`config.mk`:
```
export PLATFORM = sky130hd
export DESIGN_NAME = irda_xfer_ctrl
export DESIGN_NICKNAME = d
export VERILOG_FILES = /design/src/rtl/irda_xfer_pkg.sv /design/src/rtl/irda_ctrl_seq.sv /design/src/rtl/irda_tx_fetch.sv /design/src/rtl/irda_rx_store.sv /design/src/rtl/irda_xfer_ctrl.sv
export SDC_FILE = /design/constraint.sdc
export NUM_CORES = 1
export LEC_CHECK = 0
export BUFFER_PORTS_ARGS = -buffer_cell sky130_fd_sc_hd__buf_2
export CAP_MARGIN = 15
export CORE_AREA = 2 2 70 72
export CTS_CLUSTER_DIAMETER = 120
export CTS_CLUSTER_SIZE = 24
export DETAILED_ROUTE_END_ITERATION = 12
export DIE_AREA = 0 0 72 74
export GPL_TIMING_DRIVEN = 0
export HOLD_SLACK_MARGIN = 0.08
export PLACE_DENSITY_LB_ADDON = 0.15
export SLEW_MARGIN = 20
export SYNTH_ARGS = -nofsm -noshare
export SYNTH_HDL_FRONTEND = slang
export SYNTH_SLANG_ARGS = --single-unit
```
`constraint.sdc`:
```
create_clock -name clk_i -period 3.15 [get_ports clk_i]
set_clock_uncertainty 0.05 [all_clocks]
set_input_delay 0.315 -clock clk_i [delete_from_list [all_inputs] [get_ports clk_i]]
set_output_delay 0.315 -clock clk_i [all_outputs]
set_load 0.005 [all_outputs]
```
`src/rtl/irda_xfer_pkg.sv`:
```
package irda_xfer_pkg;
  localparam int CTRL_W   = 16;
  localparam int EN_BIT   = 0;
  localparam int MODE_LSB = 1;
  localparam int MODE_W   = 3;
  localparam int DIR_BIT  = 4;
  localparam int DIV_LSB  = 5;
  localparam int DIV_W    = CTRL_W - DIV_LSB;

  typedef enum logic [MODE_W-1:0] {
    MODE_UART  = 3'd0,
    MODE_SLOW  = 3'd1,
    MODE_MED   = 3'd2,
    MODE_FAST  = 3'd3,
    MODE_VFAST = 3'd4
  } line_mode_e;

  typedef enum logic [1:0] {
    ST_IDLE = 2'd0,
    ST_WARM = 2'd1,
    ST_RUN  = 2'd2
  } seq_st_e;
endpackage

```
`src/rtl/irda_ctrl_seq.sv`:
```
module irda_ctrl_seq
  import irda_xfer_pkg::*;
(
  input  logic              clk_i,
  input  logic              rst_ni,
  input  logic [CTRL_W-1:0] ctrl_i,
  output logic              en_o,
  output logic              run_tx_o,
  output logic              run_rx_o,
  output logic              crc_en_o,
  output logic              codec_en_o,
  output logic              codec_clk_en_o,
  output logic              fifo_rclk_en_o,
  output logic              fifo_wclk_en_o,
  output logic [MODE_W-1:0] mode_o,
  output logic [DIV_W-1:0]  div_o
);
  logic [MODE_W-1:0] mode;
  logic              dir_tx, awake, run;
  seq_st_e           st_q, st_d;

  assign mode   = ctrl_i[MODE_LSB +: MODE_W];
  assign dir_tx = ctrl_i[DIR_BIT];
  // illegal mode codes count as disabled
  assign en_o   = ctrl_i[EN_BIT] && (mode <= MODE_VFAST);

  always_comb begin
    st_d = st_q;
    if (!en_o)                st_d = ST_IDLE;
    else if (st_q == ST_IDLE) st_d = ST_WARM;
    else                      st_d = ST_RUN;
  end

  always_ff @(posedge clk_i or negedge rst_ni)
    if (!rst_ni) st_q <= ST_IDLE;
    else         st_q <= st_d;

  // qualified with en_o so a disable acts in the same cycle
  assign awake          = en_o && (st_q != ST_IDLE);
  assign run            = en_o && (st_q == ST_RUN);
  assign run_tx_o       = run && dir_tx;
  assign run_rx_o       = run && !dir_tx;
  assign crc_en_o       = awake;
  assign codec_en_o     = awake;
  assign codec_clk_en_o = awake;
  assign fifo_rclk_en_o = awake && dir_tx;
  assign fifo_wclk_en_o = awake && !dir_tx;
  assign mode_o         = en_o ? mode : '0;
  assign div_o          = ctrl_i[DIV_LSB +: DIV_W];


  disable_idle_chk: assert property (@(posedge clk_i) disable iff (!rst_ni)
    !en_o |=> st_q == ST_IDLE);

  warm_first_chk: assert property (@(posedge clk_i) disable iff (!rst_ni)
    st_q == ST_IDLE |=> st_q != ST_RUN);
endmodule

```
`src/rtl/irda_tx_fetch.sv`:
```
module irda_tx_fetch #(
  parameter int DATA_W = 32
) (
  input  logic              clk_i,
  input  logic              rst_ni,
  input  logic              act_i,
  input  logic              tx_empty_i,
  input  logic              ser_ready_i,
  input  logic [DATA_W-1:0] tx_data_i,
  output logic              tx_rd_no,
  output logic              ser_load_o,
  output logic [DATA_W-1:0] ser_data_o,
  output logic              tx_done_o
);
  logic rd, fetch_q;

  // at most one word in flight toward the serialiser
  assign rd       = act_i && !tx_empty_i && ser_ready_i && !fetch_q;
  assign tx_rd_no = !rd;

  always_ff @(posedge clk_i or negedge rst_ni)
    if (!rst_ni) fetch_q <= 1'b0;
    else         fetch_q <= rd;

  assign ser_load_o = fetch_q;
  assign ser_data_o = tx_data_i;
  assign tx_done_o  = act_i && tx_empty_i && !fetch_q;


  one_ahead_chk: assert property (@(posedge clk_i) disable iff (!rst_ni)
    !tx_rd_no |=> tx_rd_no);

  load_after_rd_chk: assert property (@(posedge clk_i) disable iff (!rst_ni)
    !tx_rd_no |=> ser_load_o);

  rd_needs_data_chk: assert property (@(posedge clk_i) disable iff (!rst_ni)
    !tx_rd_no |-> !tx_empty_i && ser_ready_i);
endmodule

```
`src/rtl/irda_rx_store.sv`:
```
module irda_rx_store #(
  parameter int DATA_W = 32
) (
  input  logic              clk_i,
  input  logic              rst_ni,
  input  logic              en_i,
  input  logic              act_i,
  input  logic              rx_word_valid_i,
  input  logic [DATA_W-1:0] rx_word_i,
  input  logic              rx_full_i,
  input  logic              rx_empty_i,
  input  logic              frame_end_i,
  input  logic              crc_ok_i,
  input  logic              stat_rd_i,
  output logic              rx_wr_no,
  output logic [DATA_W-1:0] rx_data_o,
  output logic              upload_req_o,
  output logic              crc_bad_o
);
  logic up_q, crc_bad_q;

  assign rx_wr_no  = !(act_i && rx_word_valid_i && !rx_full_i);
  assign rx_data_o = rx_word_i;

  always_ff @(posedge clk_i or negedge rst_ni)
    if (!rst_ni)                  up_q <= 1'b0;
    else if (!en_i)               up_q <= 1'b0;
    else if (act_i && rx_full_i)  up_q <= 1'b1;
    else if (rx_empty_i)          up_q <= 1'b0;

  // frame end beats a status read in the same cycle
  always_ff @(posedge clk_i or negedge rst_ni)
    if (!rst_ni)                   crc_bad_q <= 1'b0;
    else if (act_i && frame_end_i) crc_bad_q <= !crc_ok_i;
    else if (stat_rd_i)            crc_bad_q <= 1'b0;

  assign upload_req_o = up_q;
  assign crc_bad_o    = crc_bad_q;


  upload_set_chk: assert property (@(posedge clk_i) disable iff (!rst_ni)
    act_i && rx_full_i |=> upload_req_o);

  crc_cap_chk: assert property (@(posedge clk_i) disable iff (!rst_ni)
    act_i && frame_end_i |=> crc_bad_o == !$past(crc_ok_i));

  wr_not_full_chk: assert property (@(posedge clk_i) disable iff (!rst_ni)
    !rx_wr_no |-> !rx_full_i);
endmodule

```
`src/rtl/irda_xfer_ctrl.sv`:
```
module irda_xfer_ctrl
  import irda_xfer_pkg::*;
#(
  parameter int DATA_W = 32
) (
  input  logic              clk_i,
  input  logic              rst_ni,
  input  logic [CTRL_W-1:0] ctrl_i,
  input  logic              stat_rd_i,
  output logic [2:0]        status_o,
  output logic [MODE_W-1:0] mode_o,
  output logic [DIV_W-1:0]  div_o,
  output logic              crc_en_o,
  output logic              codec_en_o,
  output logic              codec_clk_en_o,
  output logic              fifo_rclk_en_o,
  output logic              fifo_wclk_en_o,
  input  logic              tx_empty_i,
  output logic              tx_rd_no,
  input  logic [DATA_W-1:0] tx_data_i,
  input  logic              ser_ready_i,
  output logic              ser_load_o,
  output logic [DATA_W-1:0] ser_data_o,
  output logic              tx_done_o,
  input  logic              rx_word_valid_i,
  input  logic [DATA_W-1:0] rx_word_i,
  input  logic              rx_full_i,
  input  logic              rx_empty_i,
  output logic              rx_wr_no,
  output logic [DATA_W-1:0] rx_data_o,
  output logic              upload_req_o,
  input  logic              frame_end_i,
  input  logic              crc_ok_i
);
  logic en, run_tx, run_rx, crc_bad;

  irda_ctrl_seq i_seq (
    .clk_i, .rst_ni, .ctrl_i,
    .en_o(en), .run_tx_o(run_tx), .run_rx_o(run_rx),
    .crc_en_o, .codec_en_o, .codec_clk_en_o,
    .fifo_rclk_en_o, .fifo_wclk_en_o, .mode_o, .div_o
  );

  irda_tx_fetch #(.DATA_W(DATA_W)) i_tx (
    .clk_i, .rst_ni, .act_i(run_tx), .tx_empty_i, .ser_ready_i, .tx_data_i,
    .tx_rd_no, .ser_load_o, .ser_data_o, .tx_done_o
  );

  irda_rx_store #(.DATA_W(DATA_W)) i_rx (
    .clk_i, .rst_ni, .en_i(en), .act_i(run_rx), .rx_word_valid_i, .rx_word_i,
    .rx_full_i, .rx_empty_i, .frame_end_i, .crc_ok_i, .stat_rd_i,
    .rx_wr_no, .rx_data_o, .upload_req_o, .crc_bad_o(crc_bad)
  );

  assign status_o = {crc_bad, rx_empty_i, tx_empty_i};


  no_fifo_when_off_chk: assert property (@(posedge clk_i) disable iff (!rst_ni)
    !crc_en_o |-> tx_rd_no && rx_wr_no);
endmodule

```
### After elaboration in Yosys (flattened, before gate mapping)

Cells that the tools add are included.

* register bits after elaboration: 5
* bits of input ports: 90
* output and inout bits: 91
* logic and storage cells: 41

* order comparisons: 1
* equal/unequal tests: 2
* multiplexer cells: 8
* reductions and logical operators: 26

Operators with widths (number)
* $logic_and A1 B1 Y1: 16
* $logic_not A1 Y1: 7
* $mux W1: 5
* $mux W2: 2
* $reduce_bool A2 Y1: 2
* $le A3 B3 Y1 const B: 1
* $mux W3: 1
* $ne A3 B3 Y1 const B: 1
* $eq A2 B2 Y1 const B: 1
* $logic_not A2 Y1: 1

### Depth between registers and ports, before layout

* word-level depth: 8
* depth in mapped cells: 4
* depth with buffers taken out: 3

### Hierarchy

A second synthesis with hierarchy kept.

* cell total of the unflattened synthesis: 110
* area total of the unflattened synthesis: 944.7 µm²

Modules (own cells, without submodules)
* irda_rx_store: times used 1, cells an instance 41, area each 335.3 µm²
* irda_tx_fetch: times used 1, cells an instance 36, area each 299.0 µm²
* irda_ctrl_seq: times used 1, cells an instance 30, area each 287.8 µm²
* irda_xfer_ctrl: times used 1, cells an instance 3, area each 22.5 µm²

### Worst setup path before layout

Ideal clock, no wire load.

* path type: input to output
* start point: input ctrl_i[2]
* end point: output codec_en_o
* arrival time: 991 ps
* required time: 2785 ps
* setup slack: 1794 ps
* cell stages on the path: 4
* path buffers: 1
* cells stage by stage: o21ai_2 nand2_2 nor2_1 buf_4

* longest elaborated chain between the ends: 3

Ends and longest elaborated chain
* from (decl): line irda_xfer_ctrl.sv:8 `input logic [CTRL_W-1:0] ctrl_i,`
* $le A3 B3 Y1: line irda_ctrl_seq.sv:25 `assign en_o = ctrl_i[EN_BIT] && (mode <= MODE_VFAST);`
* $logic_and A1 B1 Y1: line irda_ctrl_seq.sv:25
* $logic_and A1 B1 Y1: line irda_ctrl_seq.sv:39 `assign awake = en_o && (st_q != ST_IDLE);`
* to (decl): line irda_xfer_ctrl.sv:14 `output logic codec_en_o,`

Every way passes these cells.

### Worst setup path in the final report

* start point: register i_seq.st_q[0]
* end point: output tx_rd_no

* longest elaborated chain between the ends: 7

Ends and longest elaborated chain
* from (decl): line irda_ctrl_seq.sv:20 `seq_st_e st_q, st_d;`
* from (signal assigned): line irda_ctrl_seq.sv:36 `else st_q <= st_d;`
* $eq A2 B2 Y1: line irda_ctrl_seq.sv:40 `assign run = en_o && (st_q == ST_RUN);`
* $logic_and A1 B1 Y1: line irda_ctrl_seq.sv:40
* $logic_and A1 B1 Y1: line irda_ctrl_seq.sv:41 `assign run_tx_o = run && dir_tx;`
* $logic_and A1 B1 Y1 (3 in a row): line irda_tx_fetch.sv:18 `assign rd = act_i && !tx_empty_i && ser_ready_i && !fetch_q;`
* $logic_not A1 Y1: line irda_tx_fetch.sv:19 `assign tx_rd_no = !rd;`
* to (decl): line irda_xfer_ctrl.sv:19 `output logic tx_rd_no,`

Every way passes these cells.

==> metrics.cfg <==
[run_status]
status=completed

[pwr]
ir_drop_v=0.000128
power.total_uw=345
power_density_nw_per_um2=224
p_leak_nw=0.974

[critical_path]
required_ns=2.78
crit_start=i_seq.st_q[0]$_DFF_PN0_
r2r_start=i_seq.st_q[0]$_DFF_PN0_
critPathKind=reg2out
critPathCaptureType=output pin
crit_fanout=4
arrival_ns=1.33
startpoint_type=register

[placed_design]
io_buffers=105
gp_congestion=0.615
place_area_um2=1480
dp_hpwl_um=2380

[timing]
worst_slew_pin_slew_ns=0.264
hold_ws_ns=0.229
setup_viol=0
fmax_mhz=589
tns_ns=0
slew_headroom_pct=82.3
fin_crit_sh_pct=53.9
rsz0062_at_grt=no
period_needed_ns=1.70
drv_slew=0
hold_violations=0

[layout]
drive_above_1_share_pct=87.7
finalNetCount=310
area_growth_pct=72.8
diodes=0
fin_area_um2=1540

[synthesis]
synth.cell_area_um2=891
ys_warn_count=0
synth_area_leaders=buf_4 (67%), dfrtp_1 (14%), nor3b_2 (2.8%), and3_1 (2.1%), nor2_1 (1.7%)
synth_top_cell_by_area=buf_4
synth_nets=199
synth-seq-area-share_pct=14.0
syn_area_per_cell_um2=8.17
synthDominantCellAreaShare_pct=67.4
synthCells=109
synth_seq_cells=5
synth.distinct_cells=19

[route]
drc=0
antenna_left=0
route.vias.total=967
wl_per_cell_um=9.16
drt-initial-drc-count=6
via_per_inst=3.54
wl_um=2500
first_pass_iters=3

[clock_tree]
cts_sinks=5
cts_htree_levels=1
cts_buffers=3
clock_latency_ns=0.22
cts_root_buf=clkbuf_8
cts_resized=0
cts_tree=built
clkTransAtPathRegs_ns=0.04
clock_path_buffers=2
cts_setup_buffers=0

[global_routing]
grt_max_degree=7
grt.overflow.total=0
grt_usage_pct=7.76
grt_pass1_wl_um=3210
antenna_found_initial=0
first_global_vias=752

[floorplanning]
floorplan.initialDensity_pct=19.4
die_w_um=72
dieArea_um2=5330
die_h_um=74
num_rows=25
ios=181
core_um2=4600

[job]
cap_viol_max_count=0

[hold_path]
worstHoldStart=crc_ok_i
holdCritPathClass=in2reg

final cells by class:
type / count / area [um2]
plain buffers: 80 / 601
repair buffers: 106 / 536
well taps: 54 / 67.6
flip-flops and latches: 5 / 125
inverters: 1 / 3.75
fillers: 504 / 3060
clock buffers: 4 / 45.0
multi-input cells: 23 / 161
metrics by stage:
stage	utilization [%]	instances	setup slack [ns]
floorplan	-	109	1.79
global placement	32.3	268	1.47
detailed placement	32.3	268	1.45
CTS	33.5	273	1.43
global route	33.5	273	1.34
finish	33.5	273	1.45
worst paths after layout:
kind,to,slack [ns],cells past startpoint
min in group asynchronous,i_rx.crc_bad_o$_DFFE_PN0P_,0.41,2
worst min-delay path,i_rx.crc_bad_o$_DFFE_PN0P_,0.23,2
worst max register to register,i_rx.crc_bad_o$_DFFE_PN0P_,1.99,3
worst max-delay path,tx_rd_no,1.45,4
max in group asynchronous,i_tx.ser_load_o$_DFF_PN0_,2.49,2
worst min register to register,i_seq.st_q[0]$_DFF_PN0_,0.41,1
registers in the layout, summed over array words and instances, names as in the netlist:
register	flops
i_seq.st_q	2
i_rx.crc_bad_o	1
i_rx.upload_req_o	1
i_tx.ser_load_o	1
logic make-up after synthesis:
logic type,after synthesis,synth area share [%]
AOI/OAI and AO/OA,2,1.54
buffers and inverters,81,67.8
DFF,5,14.0
muxes,1,1.12
and+or+nand+nor,20,15.5
repair_timing:
item	CTS	global route
hold buffers	1	0
endpoints found under the setup margin	0	0
hold endpoints to repair	5	0
per-layer routing:
layer	vias to the layer above	GRT usage [%]	part of all wire, %
met1	385	7.85	29
met2	96	14.6	52
met5	-	0	0
met3	0	4.34	18
li1	486	-	-
met4	0	0.629	0
layout by cell type (no fill, tap or decap), drive strengths merged:
cell type and instances:
clkbuf 4, nor3 2, nand2 1, and4bb 1, mux2i 1, nand4bb 1, nor3b 3, nor2b 1
nand2b 1, nand3b 1, a21oi 1, nand3 1, o21ai 1, dlygate4sd3 1, nor2 4, dfrtp 5
inv 1, buf 185, nand4 1, and3 3
cells in the mapped netlist:
cell	count
and4bb_1	1
inv_1	1
nor2b_1	1
mux2i_1	1
nand4_1	1
dfrtp_1	5
and3_1	3
nor3b_2	2
nor3_1	2
nand4bb_1	1
nand3b_1	1
a21oi_1	1
o21ai_2	1
nand3_1	1
nand2b_1	1
nand2_2	1
nor2_1	4
buf_4	80
nor3b_1	1
power breakdown:
group          switching (mW)  internal, mW  leakage (nW)
Combinational          0.0481         0.109         0.883
Sequential            0.00182        0.0666        0.0685
Clock                  0.0329        0.0870        0.0228
worst max-delay path, cell delays in order (launching register included):
cell      delay (ns)
dfrtp_1         0.40
and4bb_1        0.26
nand3_1         0.13
nand3b_1        0.18
buf_2           0.13
No activity file was read; power rests on OpenSTA's default activity.
